`src/rtl/lps_pkg.sv`:
```
// Package: lps_pkg
// Holds the shared sizing helpers for the low-pulse stretcher.
// Assumes: the extension length passed in is at least 1.
package lps_pkg;

    // Returns the number of counter bits needed to hold values 0..ext.
    function automatic int unsigned count_bits(input int unsigned ext);
        return (ext < 1) ? 1 : $clog2(ext + 1);
    endfunction

endpackage

```
`src/rtl/lps_edge_detect.sv`:
```
// Module: lps_edge_detect
// Keeps a one-cycle registered copy of the input and flags rising edges.
// Assumes: din is synchronous to clk. The copy resets high, so that an
// input already high when reset is released gives no false edge.
module lps_edge_detect (
    input  logic clk,
    input  logic rst_n,
    input  logic din,
    output logic rise
);

    logic din_q;

    // Records the input sampled at the previous edge.
    always_ff @(posedge clk) begin
        if (!rst_n) din_q <= 1'b1;
        else        din_q <= din;
    end

    // Flags a rising edge: the input is high now and was low one cycle ago.
    always_comb rise = din & ~din_q;

    // a rising edge lasts a single cycle.
    p_rise_single_r7: assert property (@(posedge clk) disable iff (!rst_n)
        rise |=> !rise);

endmodule

```
`src/rtl/lps_ext_timer.sv`:
```
// Module: lps_ext_timer
// Counts the extension cycles that follow each rising edge of the input.
// Reports done on the cycle in which the count reaches EXT_CYCLES.
// Assumes: EXT_CYCLES >= 1 and CNT_W is wide enough to hold EXT_CYCLES.
module lps_ext_timer #(
    parameter int unsigned EXT_CYCLES = 2,
    parameter int unsigned CNT_W      = 2
) (
    input  logic clk,
    input  logic rst_n,
    input  logic din,
    input  logic rise,
    output logic done
);

    localparam logic [CNT_W-1:0] LAST = CNT_W'(EXT_CYCLES);

    logic             running;
    logic [CNT_W-1:0] cnt;

    // Finish flag: the count has reached the extension length.
    always_comb done = running && (cnt == LAST);

    // Timer: a low input cancels it, a rising edge starts it at 1, and it stops when done.
    always_ff @(posedge clk) begin
        if (!rst_n || !din) begin
            running <= 1'b0;
            cnt     <= '0;
        end else if (rise) begin
            running <= 1'b1;
            cnt     <= CNT_W'(1);
        end else if (done) begin
            running <= 1'b0;
            cnt     <= '0;
        end else if (running) begin
            cnt     <= cnt + 1'b1;
        end
    end

    // the count never exceeds the extension length.
    p_cnt_bound_r8: assert property (@(posedge clk) disable iff (!rst_n)
        cnt <= LAST);

    // a low input cancels the count in progress.
    p_cancel_on_low_r6: assert property (@(posedge clk) disable iff (!rst_n)
        !din |=> (!running && cnt == '0));

    // the timer runs until it finishes, unless a low input cancels it.
    p_keeps_counting_r4: assert property (@(posedge clk) disable iff (!rst_n)
        (running && !done && din) |=> running);

endmodule

```
`src/rtl/lps_hold_stage.sv`:
```
// Module: lps_hold_stage
// Output hold register. A low input, or the rising edge that starts an
// extension, holds it low. It is released high only when the timer is done.
// Assumes: done is asserted only while the input is high.
module lps_hold_stage (
    input  logic clk,
    input  logic rst_n,
    input  logic din,
    input  logic rise,
    input  logic done,
    output logic dout
);

    // Holds the output low through the low phase and the extension, then releases it.
    always_ff @(posedge clk) begin
        if (!rst_n)         dout <= 1'b1;
        else if (!din)      dout <= 1'b0;
        else if (rise)      dout <= 1'b0;
        else if (done)      dout <= 1'b1;
    end

    // a low input sample gives a low output one cycle later.
    p_low_follows_r2: assert property (@(posedge clk) disable iff (!rst_n)
        !din |=> !dout);

    // the finish flag, with the input high, releases the output.
    p_release_on_done_r4: assert property (@(posedge clk) disable iff (!rst_n)
        (done && din) |=> dout);

    // the output rises only after an edge at which the input was sampled high.
    p_rise_needs_high_r5: assert property (@(posedge clk) disable iff (!rst_n)
        ($past(rst_n) && $rose(dout)) |-> $past(din));

endmodule

```
`src/rtl/lps_stretcher.sv`:
```
// Module: lps_stretcher
// Top level of the low-pulse stretcher. The output stays low for the input
// low time plus EXT_CYCLES clock cycles, with one cycle of latency.
// Assumes: din is synchronous to clk; rst_n is synchronous and active low.
module lps_stretcher #(
    parameter int unsigned EXT_CYCLES = 2
) (
    input  logic clk,
    input  logic rst_n,
    input  logic din,
    output logic dout
);

    localparam int unsigned CNT_W = lps_pkg::count_bits(EXT_CYCLES);

    logic rise;
    logic done;

    // Rising-edge finder on the input.
    lps_edge_detect u_edge (
        .clk   (clk),
        .rst_n (rst_n),
        .din   (din),
        .rise  (rise)
    );

    // Extension counter.
    lps_ext_timer #(
        .EXT_CYCLES (EXT_CYCLES),
        .CNT_W      (CNT_W)
    ) u_timer (
        .clk   (clk),
        .rst_n (rst_n),
        .din   (din),
        .rise  (rise),
        .done  (done)
    );

    // Output hold register.
    lps_hold_stage u_hold (
        .clk   (clk),
        .rst_n (rst_n),
        .din   (din),
        .rise  (rise),
        .done  (done),
        .dout  (dout)
    );

    // the extension length is at least one cycle.
    initial begin
        p_ext_min_r8: assert (EXT_CYCLES >= 1)
            else $error("EXT_CYCLES must be at least 1");
    end

endmodule

```
`config.mk`:
```
export PLATFORM = sky130hd
export DESIGN_NAME = lps_stretcher
export DESIGN_NICKNAME = d
export VERILOG_FILES = /design/src/rtl/lps_pkg.sv /design/src/rtl/lps_edge_detect.sv /design/src/rtl/lps_ext_timer.sv /design/src/rtl/lps_hold_stage.sv /design/src/rtl/lps_stretcher.sv
export SDC_FILE = /design/constraint.sdc
export NUM_CORES = 1
export LEC_CHECK = 0
export CAP_MARGIN = 5
export CORE_AREA = 5 5 42 44
export DETAILED_ROUTE_END_ITERATION = 8
export DIE_AREA = 0 0 47 49
export PLACE_DENSITY = 0.42
export SYNTH_ARGS = -nofsm -noshare
export SYNTH_HDL_FRONTEND = slang
export SYNTH_SLANG_ARGS = --single-unit
```
`constraint.sdc`:
```
create_clock -name clk -period 1.05 [get_ports clk]
set_input_delay 0.315 -clock clk [delete_from_list [all_inputs] [get_ports clk]]
set_output_delay 0.315 -clock clk [all_outputs]
set_load 0.05 [all_outputs]
```
=== Word level (Yosys, flattened, before mapping) ===
Cells that the tools add are included.

* Bits in registers: 5
* Logic and storage cells: 25

* Add/sub/neg operators: 1
* Eq/ne operators: 2
* Muxes and demuxes: 8
* Bitwise operators: 2
* Reductions and logical operators: 7

{| class="wikitable"
|+ Operators by type and width
! kind !! number
|-
| $mux W1 || 8
|-
| $ne A3 B1 Y1 const B || 1
|-
| $reduce_bool A3 Y1 || 1
|-
| $reduce_or A3 Y1 || 1
|-
| $add A2 B1 Y2 const B || 1
|-
| $eq A2 B2 Y1 const B || 1
|-
| $logic_not A1 Y1 || 2
|-
| $reduce_bool A2 Y1 || 1
|-
| $and A1 B1 Y1 || 1
|-
| $logic_and A1 B1 Y1 || 1
|-
| $logic_or A1 B1 Y1 || 1
|-
| $not A1 Y1 || 1
|}

=== Depth between registers and ports, before layout ===
* Depth in word-level cells: 5
* Gate-level depth with buffers: 4
* Gate-level depth less buffers: 4

=== Hierarchy ===
From an unflattened synthesis, not the netlist that was laid out.

* Cell total of the unflattened synthesis: 23
* Area, all modules: 226.5 um2

{| class="wikitable"
|+ By module, submodules not included
! module !! instances !! cells an instance !! area each (um2) !! seq. area each (um2)
|-
| lps_ext_timer || 1 || 16 || 151.4 || 60.1
|-
| lps_edge_detect || 1 || 3 || 40.0 || 20.0
|-
| lps_hold_stage || 1 || 4 || 35.0 || 20.0
|}

=== Worst setup path after synthesis ===
OpenSTA, ideal clock, no wires.

* Path type: register to register
* Start: reg u_timer.cnt[0]
* End: reg u_timer.cnt[1]
* Library setup time: 0.070 ns
* Arrival time: 1.080 ns
* Data required time: 0.980 ns
* Slack: -0.099 ns
* Cell stages (with the launch flop): 5
* Clock period less this slack: 1.149 ns
* Cells stage by stage: dfxtp_1 > inv_1 > ha_1 > or3b_1 > a21oi_1

* Cells in the longest elaborated chain, start to end: 3
* Elaborated cells between the ends (all ways): 4

{| class="wikitable"
|+ RTL lines
! element !! RTL line !! text
|-
| start, declared || lps_ext_timer.sv:19 || <nowiki>logic [CNT_W-1:0] cnt;</nowiki>
|-
| start signal, assigned || lps_ext_timer.sv:36 || <nowiki>cnt <= cnt + 1'b1;</nowiki>
|-
| $eq A2 B2 Y1 || lps_ext_timer.sv:22 || <nowiki>always_comb done = running && (cnt == LAST);</nowiki>
|-
| $logic_and A1 B1 Y1 || lps_ext_timer.sv:22 ||
|-
| $reduce_or A3 Y1 (no line) || n/a ||
|}

Parallel ways exist; a longest one is shown, timed or not.
A chain may end at the register's enable or synchronous reset.

=== Final worst setup path ===
Ends and elaborated chain as after synthesis.

==> results.md <==
- Status: complete, but fails checks
- Failing checks: negative setup slack
- Share of the yosys chip area belonging to registers: approximately half
- Path category of the worst min-delay check: register to register
- Critical path startpoint category: register
- Maximum frequency from static timing analysis: 0.885 GHz
- Hold_buf cts: 0
- Sequential fraction of design power: between 40 and 50%
- Compound-gate portion of the synthesized area: a little over an eighth
- Worst setup slack before clock tree synthesis: -0.0866 ns
- Internal power contribution: 373 uW
- Total congestion overflow: 0
- Leakage component of the power: between 0.1 and 0.15 nW
- Worst Path Class, Setup: register to register
- Max-cap violations: 0
- Total die area: 2300 sq um
- Number of unique standard cell types used by synthesis: 11
- Die outline height: about 50 um
- Total I/O pin count: 4
- Clock-pin slew reported for the worst setup and hold paths after clock tree synthesis: around 0.05 ns
- Leading cell types by total area after synthesis: sky130_fd_sc_hd__dfxtp_1, sky130_fd_sc_hd__nand2b_1, sky130_fd_sc_hd__or3b_1, sky130_fd_sc_hd__a21oi_1, sky130_fd_sc_hd__ha_1
- Fraction of layout cells with a size suffix above 1: between 40% and 50%
- Clock network fraction of total power: roughly 47%
- Clk_lat worst skew: about 0.24 ns
- Register-to-register setup slack: -0.08 ns
- Post-Synth XOR/XNOR Area: 0%
- Placed wire-length estimate: about 280 um
- Critical path arrival: approximately 1.3 ns
- Library cell occupying the most area in the post-synthesis netlist: sky130_fd_sc_hd__dfxtp_1
- DRC errors left: 0
- RSZ-0062 raised after global routing: yes
- Number of buffers added on ports: 3
- CTS tree: built
- Multiplexer share of the synthesized area: 0%
- Setup crit end kind: register
- Worst-margin pin slew: approximately 0.15 ns
- Dominant combinational cell family by area after synthesis: simple AND/OR/NAND/NOR gates
- Slew Limit Headroom: 90.2%
- Cell area reported after detailed placement: between 200 and 300 sq um
- Num CTS Buffers: 3
- Synth warnings: 0
- Required time at the worst-slack endpoint: ~1.2 ns
- Final period demand of the worst path: 1.13 ns
- Post-Syn Area per Cell: 9.47 sq um
- Drt initial violations: 2
- Highest-count cells in the layout ignoring fill and taps: sky130_fd_sc_hd__nand2b_1, sky130_fd_sc_hd__clkbuf_4, sky130_fd_sc_hd__dfxtp_1
- Proportion of netlist area held by the largest area contributor: between 50% and 60%
- Horiz. Die Dim: 47 um
- Clock sink total: 5
- Maximum level of the CTS H-tree: 1
- Maximum resistive drop on vdd: approximately 660 uV
- Number of register bits inferred by synthesis: 5
- Vias/cell: ~3.7
- Switching share of power: a little under a quarter
- Final ANT Viol Nets: 0
- Core footprint: between 1000 and 1500 sq um
- Nets@finish: 35
- Switching power total: around 110 uW
- First-pass GRT wire length: 648 um
- Vias in the first global route: between 150 and 200
- Pwr Density: 1490 nW/um^2
- Synth Area in Simple Gates: ~28%
- Overall global routing resource usage: 4.29%
- Cell Area, Synth: 199 sq um
- Highest net fanout along the worst path: 2
- Final worst clock skew: roughly 0.0042 ns
- Detailed-route wire length: 419 um
- Filler Cells Inserted: 170
- Placer congestion estimate: between 0.7 and 0.8
- Utilization after layout: 23.2%
- Router iterations before antenna repair: 2
- Initial core utilization: ~14%
- Post-route cell area: between 300 and 400 sq um
- N_diodes: 0
- Worst-case setup margin in the final layout: -0.0799 ns
- Post-synthesis net count: 25
- Site Rows: 14
- Max-slew violation count: 0
- Combinational share of power: 10.8%
- Synthesized netlist cell count: 21
- Post-synthesis adder-cell area fraction: under 10%
- Hold violation count in the final report: 0
- Initial antenna violation count: 0
- Bufs on Longest Clock Path: 2
- CTS root buffer: sky130_fd_sc_hd__clkbuf_4
- Pin count of the biggest net entering global routing: 7
- Total number of vias: roughly 170
- Total of endpoints with negative setup slack in the final report: 2
- Crit share post-route: 108%
- Routed WL per cell: between 9 and 10 um
- Synth-to-layout area growth: 63.5%
-- routing by layer --
metal  global-route usage [%]  vias to the layer above  wire, um
met3                     5.54                        0        29
met1                     4.60                       75       204
met5                        0                        -         0
met2                     4.98                        4       185
li1                         -                       92         -
met4                     1.38                        0         0
-- logic make-up after synthesis --
logic type	after synthesis
DFF	5
and+or+nand+nor	9
adders and majority gates	1
buffers and inverters	1
AOI/OAI and AO/OA	5
-- path summary, 6_finish.rpt --
kind / from / cells after the start / to
worst max register to register: u_timer.cnt[0] / 4 / u_timer.cnt[1]
worst max-delay path: u_timer.cnt[0] / 4 / u_timer.cnt[1]
worst min register to register: u_edge.din_q / 1 / u_timer.running
worst min-delay path: u_edge.din_q / 1 / u_timer.running
-- registers in the layout, summed over array words and instances, names as in the netlist --
| signal | count |
|---|---|
| u_timer.cnt | 2 |
| u_timer.running | 1 |
| u_hold.dout | 1 |
| u_edge.din_q | 1 |
-- power groups by stage --
stage / Sequential [mW] / Combinational, mW / Clock, mW
after floorplan: 0.218 / 0.0143 / 0
after global placement: 0.210 / 0.0507 / 0
after detailed placement: 0.210 / 0.0512 / 0
after CTS: 0.207 / 0.0516 / 0.235
after global routing: 0.209 / 0.0567 / 0.251
final: 0.207 / 0.0524 / 0.226
-- area by class of cell --
type / count / area (sq um) / share of cell area [%]
multi-input cells: 15 / 114 / 35.0
clock buffers: 4 / 26.3 / 8.08
repair buffers: 5 / 58.8 / 18.1
inverters: 1 / 3.75 / 1.15
well taps: 16 / 20.0 / 6.15
flip-flops and latches: 5 / 103 / 31.5
-- timing repair --
item | in CTS | in global routing
gates resized for setup | 1 | 3
pin swaps | 3 | 1
setup endpoints to repair | 4 | 4
buffers inserted | 0 | 0
cloned | 0 | 0
-- worst max-delay path, stage by stage, from the launching register on --
cell	delay, ns
sky130_fd_sc_hd__dfxtp_2	0.32
sky130_fd_sc_hd__inv_2	0.04
sky130_fd_sc_hd__ha_4	0.22
sky130_fd_sc_hd__or3b_4	0.37
sky130_fd_sc_hd__a21oi_2	0.11
-- synthesized netlist by cell type (all sizes together) --
cell type / n
dfxtp: 5
or2b: 1
inv: 1
nand2b: 3
nand3: 1
a31oi: 1
ha: 1
o21ai: 1
or3b: 2
a21oi: 3
nand2: 2
-- metrics by stage --
| stage | hold WS [ns] | cells | TNS [ns] | total power, mW |
|---|---|---|---|---|
| floorplan | 0.388 | 21 | -0.0620 | 0.232 |
| CTS | 0.485 | 46 | -0.101 | 0.494 |
| global route | 0.520 | 46 | -0.269 | 0.516 |
| finish | 0.475 | 46 | -0.128 | 0.486 |
| global placement | 0.475 | 42 | -0.252 | 0.261 |
| detailed placement | 0.472 | 42 | -0.303 | 0.261 |
Power figures use the tool's default switching activity.
